--- src/rtl/bl_pwm_pkg.sv ---
package bl_pwm_pkg;
  localparam int DIV_W   = 10;
  localparam int PER_W   = 12;
  localparam int HI_W    = 13;
  localparam int DIV_LSB = 16;
  localparam int PER_LSB = 0;
  localparam int HI_LSB  = 16;
  localparam int MODE_W  = 2;
  localparam int REG_AW  = 3;

  localparam logic [REG_AW-1:0] A_ENABLE = 3'd0;
  localparam logic [REG_AW-1:0] A_COMMIT = 3'd1;
  localparam logic [REG_AW-1:0] A_CLKCTL = 3'd2;
  localparam logic [REG_AW-1:0] A_SHAPE  = 3'd3;
  localparam logic [REG_AW-1:0] A_MODE   = 3'd4;

  localparam logic [MODE_W-1:0] MODE_DIRECT = 2'b11;

  typedef struct packed {
    logic [DIV_W-1:0] div;
    logic [PER_W-1:0] per;
    logic [HI_W-1:0]  hi;
  } pwm_cfg_t;
endpackage

--- src/rtl/bl_pwm_regs.sv ---
module bl_pwm_regs
  import bl_pwm_pkg::*;
#(
  parameter int DATA_W = 32
) (
  input  logic                clk_i,
  input  logic                rst_i,
  input  logic                wr_i,
  input  logic                rd_i,
  input  logic [REG_AW-1:0]   addr_i,
  input  logic [DATA_W-1:0]   wdata_i,
  output logic [DATA_W-1:0]   rdata_o,
  output pwm_cfg_t            shadow_o,
  output logic                enable_o,
  output logic                direct_o,
  output logic                commit_stb_o
);
  localparam int DIV_MSB = DIV_LSB + DIV_W - 1;

  logic              en_q;
  logic              commit_q;
  logic [MODE_W-1:0] mode_q;
  pwm_cfg_t          shadow_q;
  logic [DATA_W-1:0] rd_mux;

  always_comb begin
    rd_mux = '0;
    unique case (addr_i)
      A_ENABLE: rd_mux[0] = en_q;
      A_COMMIT: rd_mux[0] = commit_q;
      A_CLKCTL: rd_mux[DIV_LSB +: DIV_W] = shadow_q.div;
      A_SHAPE: begin
        rd_mux[PER_LSB +: PER_W] = shadow_q.per;
        rd_mux[HI_LSB +: HI_W]   = shadow_q.hi;
      end
      A_MODE:   rd_mux[MODE_W-1:0] = mode_q;
      default:  rd_mux = '0;
    endcase
  end

  always_ff @(posedge clk_i) begin
    if (rst_i) begin
      en_q         <= 1'b0;
      commit_q     <= 1'b0;
      mode_q       <= '0;
      shadow_q     <= '0;
      commit_stb_o <= 1'b0;
      rdata_o      <= '0;
    end else begin
      commit_stb_o <= 1'b0;
      rdata_o      <= rd_i ? rd_mux : '0;
      if (wr_i) begin
        unique case (addr_i)
          A_ENABLE: en_q <= wdata_i[0];
          A_COMMIT: begin
            commit_q     <= wdata_i[0];
            commit_stb_o <= commit_q & ~wdata_i[0];
          end
          A_CLKCTL: shadow_q.div <= wdata_i[DIV_LSB +: DIV_W];
          A_SHAPE: begin
            shadow_q.per <= wdata_i[PER_LSB +: PER_W];
            shadow_q.hi  <= wdata_i[HI_LSB +: HI_W];
          end
          A_MODE:   mode_q <= wdata_i[MODE_W-1:0];
          default:  ;
        endcase
      end
    end
  end

  assign shadow_o = shadow_q;
  assign enable_o = en_q;
  assign direct_o = (mode_q == MODE_DIRECT);

  AST_COMMIT_AFTER_ONE: assert property (@(posedge clk_i) disable iff (rst_i)
    commit_stb_o |-> (!commit_q && $past(commit_q)));
  AST_CLKCTL_PAD_ZERO: assert property (@(posedge clk_i) disable iff (rst_i)
    (rd_i && addr_i == A_CLKCTL) |=> (rdata_o[DATA_W-1:DIV_MSB+1] == '0 && rdata_o[DIV_LSB-1:0] == '0));
  AST_IDLE_READ_ZERO: assert property (@(posedge clk_i) disable iff (rst_i)
    !rd_i |=> (rdata_o == '0));
endmodule

--- src/rtl/bl_pwm_bank.sv ---
module bl_pwm_bank
  import bl_pwm_pkg::*;
(
  input  logic     clk_i,
  input  logic     rst_i,
  input  pwm_cfg_t shadow_i,
  input  logic     commit_stb_i,
  input  logic     direct_i,
  input  logic     enable_i,
  input  logic     boundary_i,
  output pwm_cfg_t work_o
);
  pwm_cfg_t staged_q;
  pwm_cfg_t work_q;
  logic     pend_q;
  logic     load_now;

  assign load_now = pend_q & (boundary_i | ~enable_i);

  always_ff @(posedge clk_i) begin
    if (rst_i) begin
      staged_q <= '0;
      work_q   <= '0;
      pend_q   <= 1'b0;
    end else if (direct_i) begin
      work_q <= shadow_i;
      pend_q <= 1'b0;
    end else begin
      if (load_now) begin
        work_q <= staged_q;
        pend_q <= 1'b0;
      end
      if (commit_stb_i) begin
        staged_q <= shadow_i;
        pend_q   <= 1'b1;
      end
    end
  end

  assign work_o = work_q;

  AST_PEND_DRAINS: assert property (@(posedge clk_i) disable iff (rst_i)
    (pend_q && !commit_stb_i && !direct_i && (boundary_i || !enable_i)) |=> !pend_q);
  AST_HOLD_NO_COMMIT: assert property (@(posedge clk_i) disable iff (rst_i)
    (!direct_i && !pend_q) |=> $stable(work_q));
endmodule

--- src/rtl/bl_pwm_core.sv ---
module bl_pwm_core
  import bl_pwm_pkg::*;
(
  input  logic     clk_i,
  input  logic     rst_i,
  input  logic     enable_i,
  input  pwm_cfg_t cfg_i,
  output logic     boundary_o,
  output logic     pwm_o
);
  logic [DIV_W-1:0] pre_q;
  logic [PER_W-1:0] cnt_q;
  logic             pre_end;
  logic             cnt_end;
  logic             high_now;

  assign pre_end    = (pre_q >= cfg_i.div);
  assign cnt_end    = (cnt_q >= cfg_i.per);
  assign boundary_o = enable_i & pre_end & cnt_end;
  assign high_now   = ({{(HI_W-PER_W){1'b0}}, cnt_q} < cfg_i.hi);

  always_ff @(posedge clk_i) begin
    if (rst_i || !enable_i) begin
      pre_q <= '0;
      cnt_q <= '0;
    end else if (pre_end) begin
      pre_q <= '0;
      cnt_q <= cnt_end ? '0 : cnt_q + 1'b1;
    end else begin
      pre_q <= pre_q + 1'b1;
    end
  end

  always_ff @(posedge clk_i) begin
    if (rst_i) pwm_o <= 1'b0;
    else       pwm_o <= enable_i & high_now;
  end

  AST_OFF_IS_LOW: assert property (@(posedge clk_i) disable iff (rst_i)
    !enable_i |=> !pwm_o);
  AST_START_AT_ZERO: assert property (@(posedge clk_i) disable iff (rst_i)
    $rose(enable_i) |-> (pre_q == '0 && cnt_q == '0));
  AST_ZERO_WIDTH_LOW: assert property (@(posedge clk_i) disable iff (rst_i)
    (enable_i && cfg_i.hi == '0) |=> !pwm_o);
endmodule

--- src/rtl/bl_pwm_top.sv ---
module bl_pwm_top
  import bl_pwm_pkg::*;
#(
  parameter int DATA_W = 32
) (
  input  logic              clk,
  input  logic              rst,
  input  logic              bus_wr,
  input  logic              bus_rd,
  input  logic [REG_AW-1:0] bus_addr,
  input  logic [DATA_W-1:0] bus_wdata,
  output logic [DATA_W-1:0] bus_rdata,
  output logic              pwm_out
);
  pwm_cfg_t shadow;
  pwm_cfg_t work;
  logic     enable;
  logic     direct;
  logic     commit_stb;
  logic     boundary;

  bl_pwm_regs #(.DATA_W(DATA_W)) u_regs (
    .clk_i(clk), .rst_i(rst), .wr_i(bus_wr), .rd_i(bus_rd),
    .addr_i(bus_addr), .wdata_i(bus_wdata), .rdata_o(bus_rdata),
    .shadow_o(shadow), .enable_o(enable), .direct_o(direct),
    .commit_stb_o(commit_stb)
  );

  bl_pwm_bank u_bank (
    .clk_i(clk), .rst_i(rst), .shadow_i(shadow), .commit_stb_i(commit_stb),
    .direct_i(direct), .enable_i(enable), .boundary_i(boundary), .work_o(work)
  );

  bl_pwm_core u_core (
    .clk_i(clk), .rst_i(rst), .enable_i(enable), .cfg_i(work),
    .boundary_o(boundary), .pwm_o(pwm_out)
  );
endmodule

--- config.mk ---
export PLATFORM = sky130hd
export DESIGN_NAME = bl_pwm_top
export DESIGN_NICKNAME = d
export VERILOG_FILES = /design/src/rtl/bl_pwm_pkg.sv /design/src/rtl/bl_pwm_regs.sv /design/src/rtl/bl_pwm_bank.sv /design/src/rtl/bl_pwm_core.sv /design/src/rtl/bl_pwm_top.sv
export SDC_FILE = /design/constraint.sdc
export NUM_CORES = 1
export LEC_CHECK = 0
export ABC_AREA = 1
export BUFFER_PORTS_ARGS = -buffer_cell sky130_fd_sc_hd__buf_4
export CAP_MARGIN = 20
export CELL_PAD_IN_SITES_DETAIL_PLACEMENT = 0
export CELL_PAD_IN_SITES_GLOBAL_PLACEMENT = 1
export CORE_UTILIZATION = 43
export DETAILED_ROUTE_END_ITERATION = 10
export PLACE_DENSITY_LB_ADDON = 0.1
export SLEW_MARGIN = 20
export SYNTH_ARGS = -nofsm -noshare
export SYNTH_HDL_FRONTEND = slang
export SYNTH_SLANG_ARGS = --single-unit
export TNS_END_PERCENT = 50
--- constraint.sdc ---
create_clock -name clk -period 1.91 [get_ports clk]
set_input_delay 0.382 -clock clk [delete_from_list [all_inputs] [get_ports clk]]
set_output_delay 0.382 -clock clk [all_outputs]
set_load 0.1 [all_outputs]
==> results of run 1 <==
-- repair_timing --
action	CTS	global route
hold endpoints to repair	0	0
pin swaps	8	21
setup endpoints to repair	38	46
gates resized for setup	67	42
buffers inserted	1	2
gates cloned	5	3
-- final timing paths --
check / start / end / cells past startpoint
max reg2reg: u_bank.work_o[24] / u_bank.work_o[13] / 15
min: rst / u_regs.mode_q[0] / 2
max: u_bank.work_o[24] / u_bank.work_o[13] / 15
min reg2reg: u_regs.commit_stb_o / u_bank.pend_q / 2
-- worst max-delay path, stage by stage (launching register included) --
cell,delay [ns]
dfxtp_2,0.32
inv_2,0.05
ha_4,0.28
nand2_4,0.06
nor2_4,0.11
nand2_2,0.06
nor2_2,0.12
nand2_2,0.07
nand2_4,0.09
nand2_4,0.07
nand2_8,0.09
buf_6,0.12
nand2_8,0.07
buf_8,0.17
a21oi_4,0.12
nor2_2,0.05
-- power groups by stage --
stage / Clock [mW] / Combinational [mW] / Sequential [mW]
after global placement: 0 / 0.309 / 3.43
final: 3.23 / 0.316 / 3.36
after CTS: 3.31 / 0.312 / 3.36
after detailed placement: 0 / 0.308 / 3.43
after global routing: 3.44 / 0.347 / 3.36
after floorplan: 0 / 0.193 / 3.44
-- cell families (layout without fill, tap and decap cells) --
| logic type | after synthesis | in the layout | synth area share |
|---|---|---|---|
| adder cells (fa/ha/maj) | 35 | 35 | 0.0612 |
| multiplexers | 1 | 1 | 0.00157 |
| AND/OR/NAND/NOR | 303 | 305 | 0.195 |
| other | 1 | 7 | 0.000524 |
| AO/OA/AOI/OAI | 258 | 258 | 0.188 |
| buffers and inverters | 174 | 275 | 0.102 |
| XOR/XNOR | 6 | 6 | 0.00735 |
| flip-flops | 159 | 159 | 0.445 |
-- area by class of cell --
cell class	instances	share of cell area
tap	216	0.0291
inverter	116	0.0468
multi-input combinational	612	0.393
sequential	159	0.343
timing repair buffer	127	0.128
clock buffer	20	0.0491
clock inverter	12	0.0106
-- layout by cell type (no fill, tap or decap), drive strengths merged, types with 2 or more instances in the layout --
master	netlist	layout
or2	2	2
nor3	9	9
o22ai	2	2
o21ai	114	114
clkinv	0	4
nand3	60	60
dfxtp	159	159
inv	116	123
nand4	4	4
buf	26	125
o32ai	9	9
a21oi	128	128
xnor2	3	3
conb	1	7
xor2	3	3
nor2	84	84
ha	35	35
clkbuf	32	22
nand2	142	144
-- registers in the layout (all words and copies together) (netlist names) --
register and flops:
u_core.cnt_q 12, u_core.pre_q 10, u_bank.work_o 35, u_regs.shadow_o 35, u_core.pwm_o 1, u_bank.staged_q 35
u_regs.commit_q 1, u_regs.mode_q 2, u_regs.rdata_o 25, u_regs.enable_o 1, u_bank.pend_q 1, u_regs.commit_stb_o 1
-- metal layers --
metal | part of all wire | GRT usage | wire (microns) | up-vias
li1 | - | - | - | 3268
met1 | 0.53 | 0.316 | 9020 | 2714
met2 | 0.43 | 0.300 | 7330 | 112
met3 | 0.033 | 0.0366 | 571 | 14
met4 | 0.011 | 0.0730 | 192 | 0
met5 | 0 | 0 | 0 | -
-- per-stage QoR --
| stage | worst slack (ns) | area [sq um] |
|---|---|---|
| floorplan | 0.163 | 7180 |
| finish | -0.0632 | 9300 |
| global route | -0.193 | 9300 |
| detailed placement | -0.133 | 8120 |
| global placement | -0.101 | 8120 |
| CTS | -0.0478 | 9060 |
==> reports/metrics.yaml, run 1 <==
status: "complete, but fails checks"
violations: "negative setup slack"
io_buffers: 57
grt_pass1_vias: 5413
postRouteAntennaNets: 0
antenna_found_initial: 0
wl_per_cell_microns: 13.6
utilization: 0.579
total_power_mw: 6.90
placedCellCount: 1219
async_flop_share: 0
top_level_ports: 72
cp-start-kind: "register"
cts_tree: "done"
nets: 1107
fin_cells: 1262
fin_skew_ns: 0.0145
synth_seq_cells: 159
fillerInstances: 1529
critPathKind: "reg -> reg"
power_switching_mw: 1.70
r2r_slack_ns: -0.06
power_density_nw_per_um2: 742
hold_viol_final: 0
syn_inst: 937
synth_cell_types: 36
hold_buffers: 0
h-tree-depth: 4
cts_buffer_depth: 2
drt_pass1_iterations: 5
grtUsageTotal: 0.211
diodes: 0
yosys.area.top_type_share: 0.445
p_sw_frac: 0.246
setup_viol_count_final: 25
ys_seq_area_frac: 0.445
cts_buffers: 17
drv_cap: 0
ir_worst_vdd_mv: 0.670
pwr-share-comb: 0.046
place_congestion: 0.799
fin_crit_ns: 1.97
hold_slack_ns: 0.170
yosysMostFrequentCell: "dfxtp_1"
slew_headroom: 0.672
hpwl_microns: 11500
yosysWarnings: 0
period_share: 1.03
syn_area_sq_um: 7150
power_frac_seq: 0.487
crit_arrival_ns: 2.29
regArea_sq_um: 3190
start_util: 0.445
fp.dieW_microns: 131
core_sq_um: 16100
internal_power_mw: 5.21
worstHoldPathType: "in -> reg"
grt_setup_unrepaired: "yes"
wl_microns: 17100
grt_overflow_total: 0
rows: 46
dieArea_sq_um: 17200
vias: 6108
worst_pin_slew_ns: 0.487
power_leakage_nw: 4.12
area_growth_pct: 30.0
drt-initial-drc-count: 427
postSynthAreaPerCell_sq_um: 7.63
maxSlewViolCount: 0
fmax_ghz: 0.507
synth_flop_cell: "dfxtp_1"
routed_via_density: 4.84
clock_latency_ns: 0.43
yosys-top-cells-area: "dfxtp_1 44%, a21oi_1 9.0%, o21ai_0 7.9%"
clockRootBuffer: "clkbuf_16"
p_clk_frac: 0.468
setup_tns_ns: -1.03
multi_input_area_sq_um: 3660
numClockSinks: 159
die_h_microns: 131
synth_edf_count: 0
crit_fanout: 6
cp.required_ns: 2.23
grt_max_degree: 61
ys_top_cells_by_count: "159 x dfxtp_1, 139 x nand2_1, 128 x a21oi_1"
end_kind: "register"
drive_above_1_share: 0.264
cts.clk_slew.worst_paths_ns: 0.07
drc: 0
yosysTopAreaCell: "dfxtp_1"
grt_pass1_wl_microns: 27500
worst_slack_ns: -0.0632
Note: power is estimated with default switching activity, not from simulation.
==> run 2: changes to the inputs <==
--- a/config.mk
+++ b/config.mk
@@ -11,6 +11,7 @@
 export CELL_PAD_IN_SITES_DETAIL_PLACEMENT = 0
 export CELL_PAD_IN_SITES_GLOBAL_PLACEMENT = 1
 export CORE_UTILIZATION = 43
+export CTS_BUF_LIST = sky130_fd_sc_hd__clkbuf_16
 export DETAILED_ROUTE_END_ITERATION = 10
 export PLACE_DENSITY_LB_ADDON = 0.1
 export SLEW_MARGIN = 20
==> run 2 against run 1 <==
Against the previous run:
- the run still ends with negative setup slack left
- sequential share of layout area up 0.12 points
- hold slack better by 0.0011 ns
- first-iteration DRC count up 1.6%
- clock skew down 0.0084 ns
- design area down 0.35%
- clock-buffer cell count down 3
- cell count unchanged
- register-to-register slack about the same
- maximum frequency up 0.38%
- largest power group unchanged
- highest routed layer unchanged
==> reports/metrics.yaml, run 2 (synthesis gave the netlist of run 1 again) <==
worstHoldPathType: "in -> reg"
max_stage_delay_ns: 0.32
cp.required_ns: 2.23
holdPathStages: 2
top_level_ports: 72
clockRootBuffer: "clkbuf_16"
fmax_ghz: 0.509
diodes: 0
cts_buffers: 17
cts.clk_slew.worst_paths_ns: 0.07
area_growth_pct: 29.6
hold_viol_final: 0
maxSlewViolCount: 0
h-tree-depth: 4
r2r_end: "u_bank.work_o[13]"
power_density_nw_per_um2: 734
status: "complete, but fails checks"
fin_crit_ns: 1.97
numClockSinks: 159
start_util: 0.445
routed_via_density: 4.80
wl_microns: 17000
final_cell_mix: "153 x dfxtp_1, 128 x nand2_1, 111 x o21ai_0, 108 x inv_1, 107 x buf_4"
crit_end: "u_bank.work_o[13]"
io_buffers: 57
worst_slack_ns: -0.0557
vias: 6057
drive_above_1_share: 0.261
total_power_mw: 6.81
fp.dieW_microns: 131
drc: 0
grt_pass1_wl_microns: 27500
ir_worst_vdd_mv: 0.668
hold_buffers: 0
power_leakage_nw: 4.11
wl_per_cell_microns: 13.5
end_kind: "register"
cp_cell_sequence: "inv_2, ha_4, nand2_4, nor2_4, nand2_2, nor2_2, nand2_2, nand2_4, nand2_4, nand2_8, buf_6, nand2_8, buf_8, a21oi_4, nor2_2"
fillerInstances: 1531
cp_common_cell: "nand2_4"
violations: "negative setup slack"
crit_arrival_ns: 2.28
drv_cap: 0
antenna_found_initial: 0
placement.cell_area_sq_um: 8120
die_h_microns: 131
r2r_slack_ns: -0.06
worst_pin_slew_ns: 0.487
grt_max_degree: 61
cts_tree: "done"
cp-start-kind: "register"
stdcell_area_sq_um: 9270
final_common_cell: "dfxtp_1"
nets: 1107
cts_buffer_depth: 2
grt_overflow_total: 0
slew_headroom: 0.672
drt_pass1_iterations: 5
period_share: 1.03
dieArea_sq_um: 17200
crit_fanout: 6
setup_viol_count_final: 25
drt-initial-drc-count: 434
clock_latency_ns: 0.42
hpwl_microns: 11500
hold_slack_ns: 0.171
rr_startpoint: "u_bank.work_o[24]"
rows: 46
postRouteAntennaNets: 0
core_sq_um: 16100
crit_start: "u_bank.work_o[24]"
critPathKind: "reg -> reg"
fin_skew_ns: 0.00611
reg2regPathDepth: 15
critPathSlowestCell: "dfxtp_2"
grt_pass1_vias: 5415
grtUsageTotal: 0.210
place_congestion: 0.799
grt_setup_unrepaired: "yes"
## run 2: changes by cell type in the layout (fill, tap and decap cells not counted)
cell,before,now
ha_1,29,30
clkinv_1,0,2
clkbuf_8,2,0
ha_4,6,5
clkbuf_1,1,0
inv_1,107,108
## run 2: critical path, delay by kind of cell (launching register included)
family                     cells  cell delay, ns
adders and majority gates      1            0.28
DFF                            1            0.32
AOI/OAI and AO/OA              1            0.12
and+or+nand+nor               10            0.79
buffers and inverters          3            0.34
## run 2: power breakdown
part           internal, mW  total, mW  leakage [nW]  switching (mW)
combinational        0.0957      0.315          2.55           0.220
clock                  1.68       3.13         0.267            1.45
sequential             3.35       3.36          1.29          0.0114
total                  5.12       6.81          4.11            1.68
## run 2: cell type report
type,instances,area (sq um),area share
repair buffers,127,1190,0.128
clock buffers,17,425,0.0459
flip-flops and latches,159,3190,0.344
multi-input cells,612,3650,0.393
clock inverters,15,110,0.0119
inverters,116,435,0.0470
well taps,216,270,0.0292
## run 2: worst min-delay path by stage
| stage | from | to | slack, ns |
|---|---|---|---|
| floorplan | u_regs.commit_stb_o | u_bank.pend_q | 0.43 |
| global placement | u_regs.commit_stb_o | u_bank.pend_q | 0.44 |
| detailed placement | u_regs.commit_stb_o | u_bank.pend_q | 0.44 |
| CTS | rst | u_regs.mode_q[0] | 0.15 |
| global route | rst | u_regs.mode_q[0] | 0.16 |
| finish | rst | u_regs.mode_q[0] | 0.17 |
## run 2: routing by layer
metal	GRT usage	share of wire	vias up
met5	0	0	-
met4	0.0730	0.0093	0
met3	0.0366	0.028	13
met2	0.300	0.43	84
met1	0.315	0.53	2696
li1	-	-	3264
## run 2: what timing repair did
item,in CTS,in global routing
cloned,5,3
pin swaps,8,21
resized for setup,67,41
setup endpoints to repair,38,46
buffers inserted,1,2
## run 2: per-stage QoR
stage               setup TNS [ns]  instances  setup slack [ns]   util
floorplan                        0        943             0.163      -
global placement             -2.63       1219            -0.101  0.506
detailed placement           -2.98       1219            -0.133  0.506
CTS                         -0.606       1257           -0.0462  0.563
global route                 -5.87       1262            -0.192  0.577
finish                      -0.781       1262           -0.0557  0.577
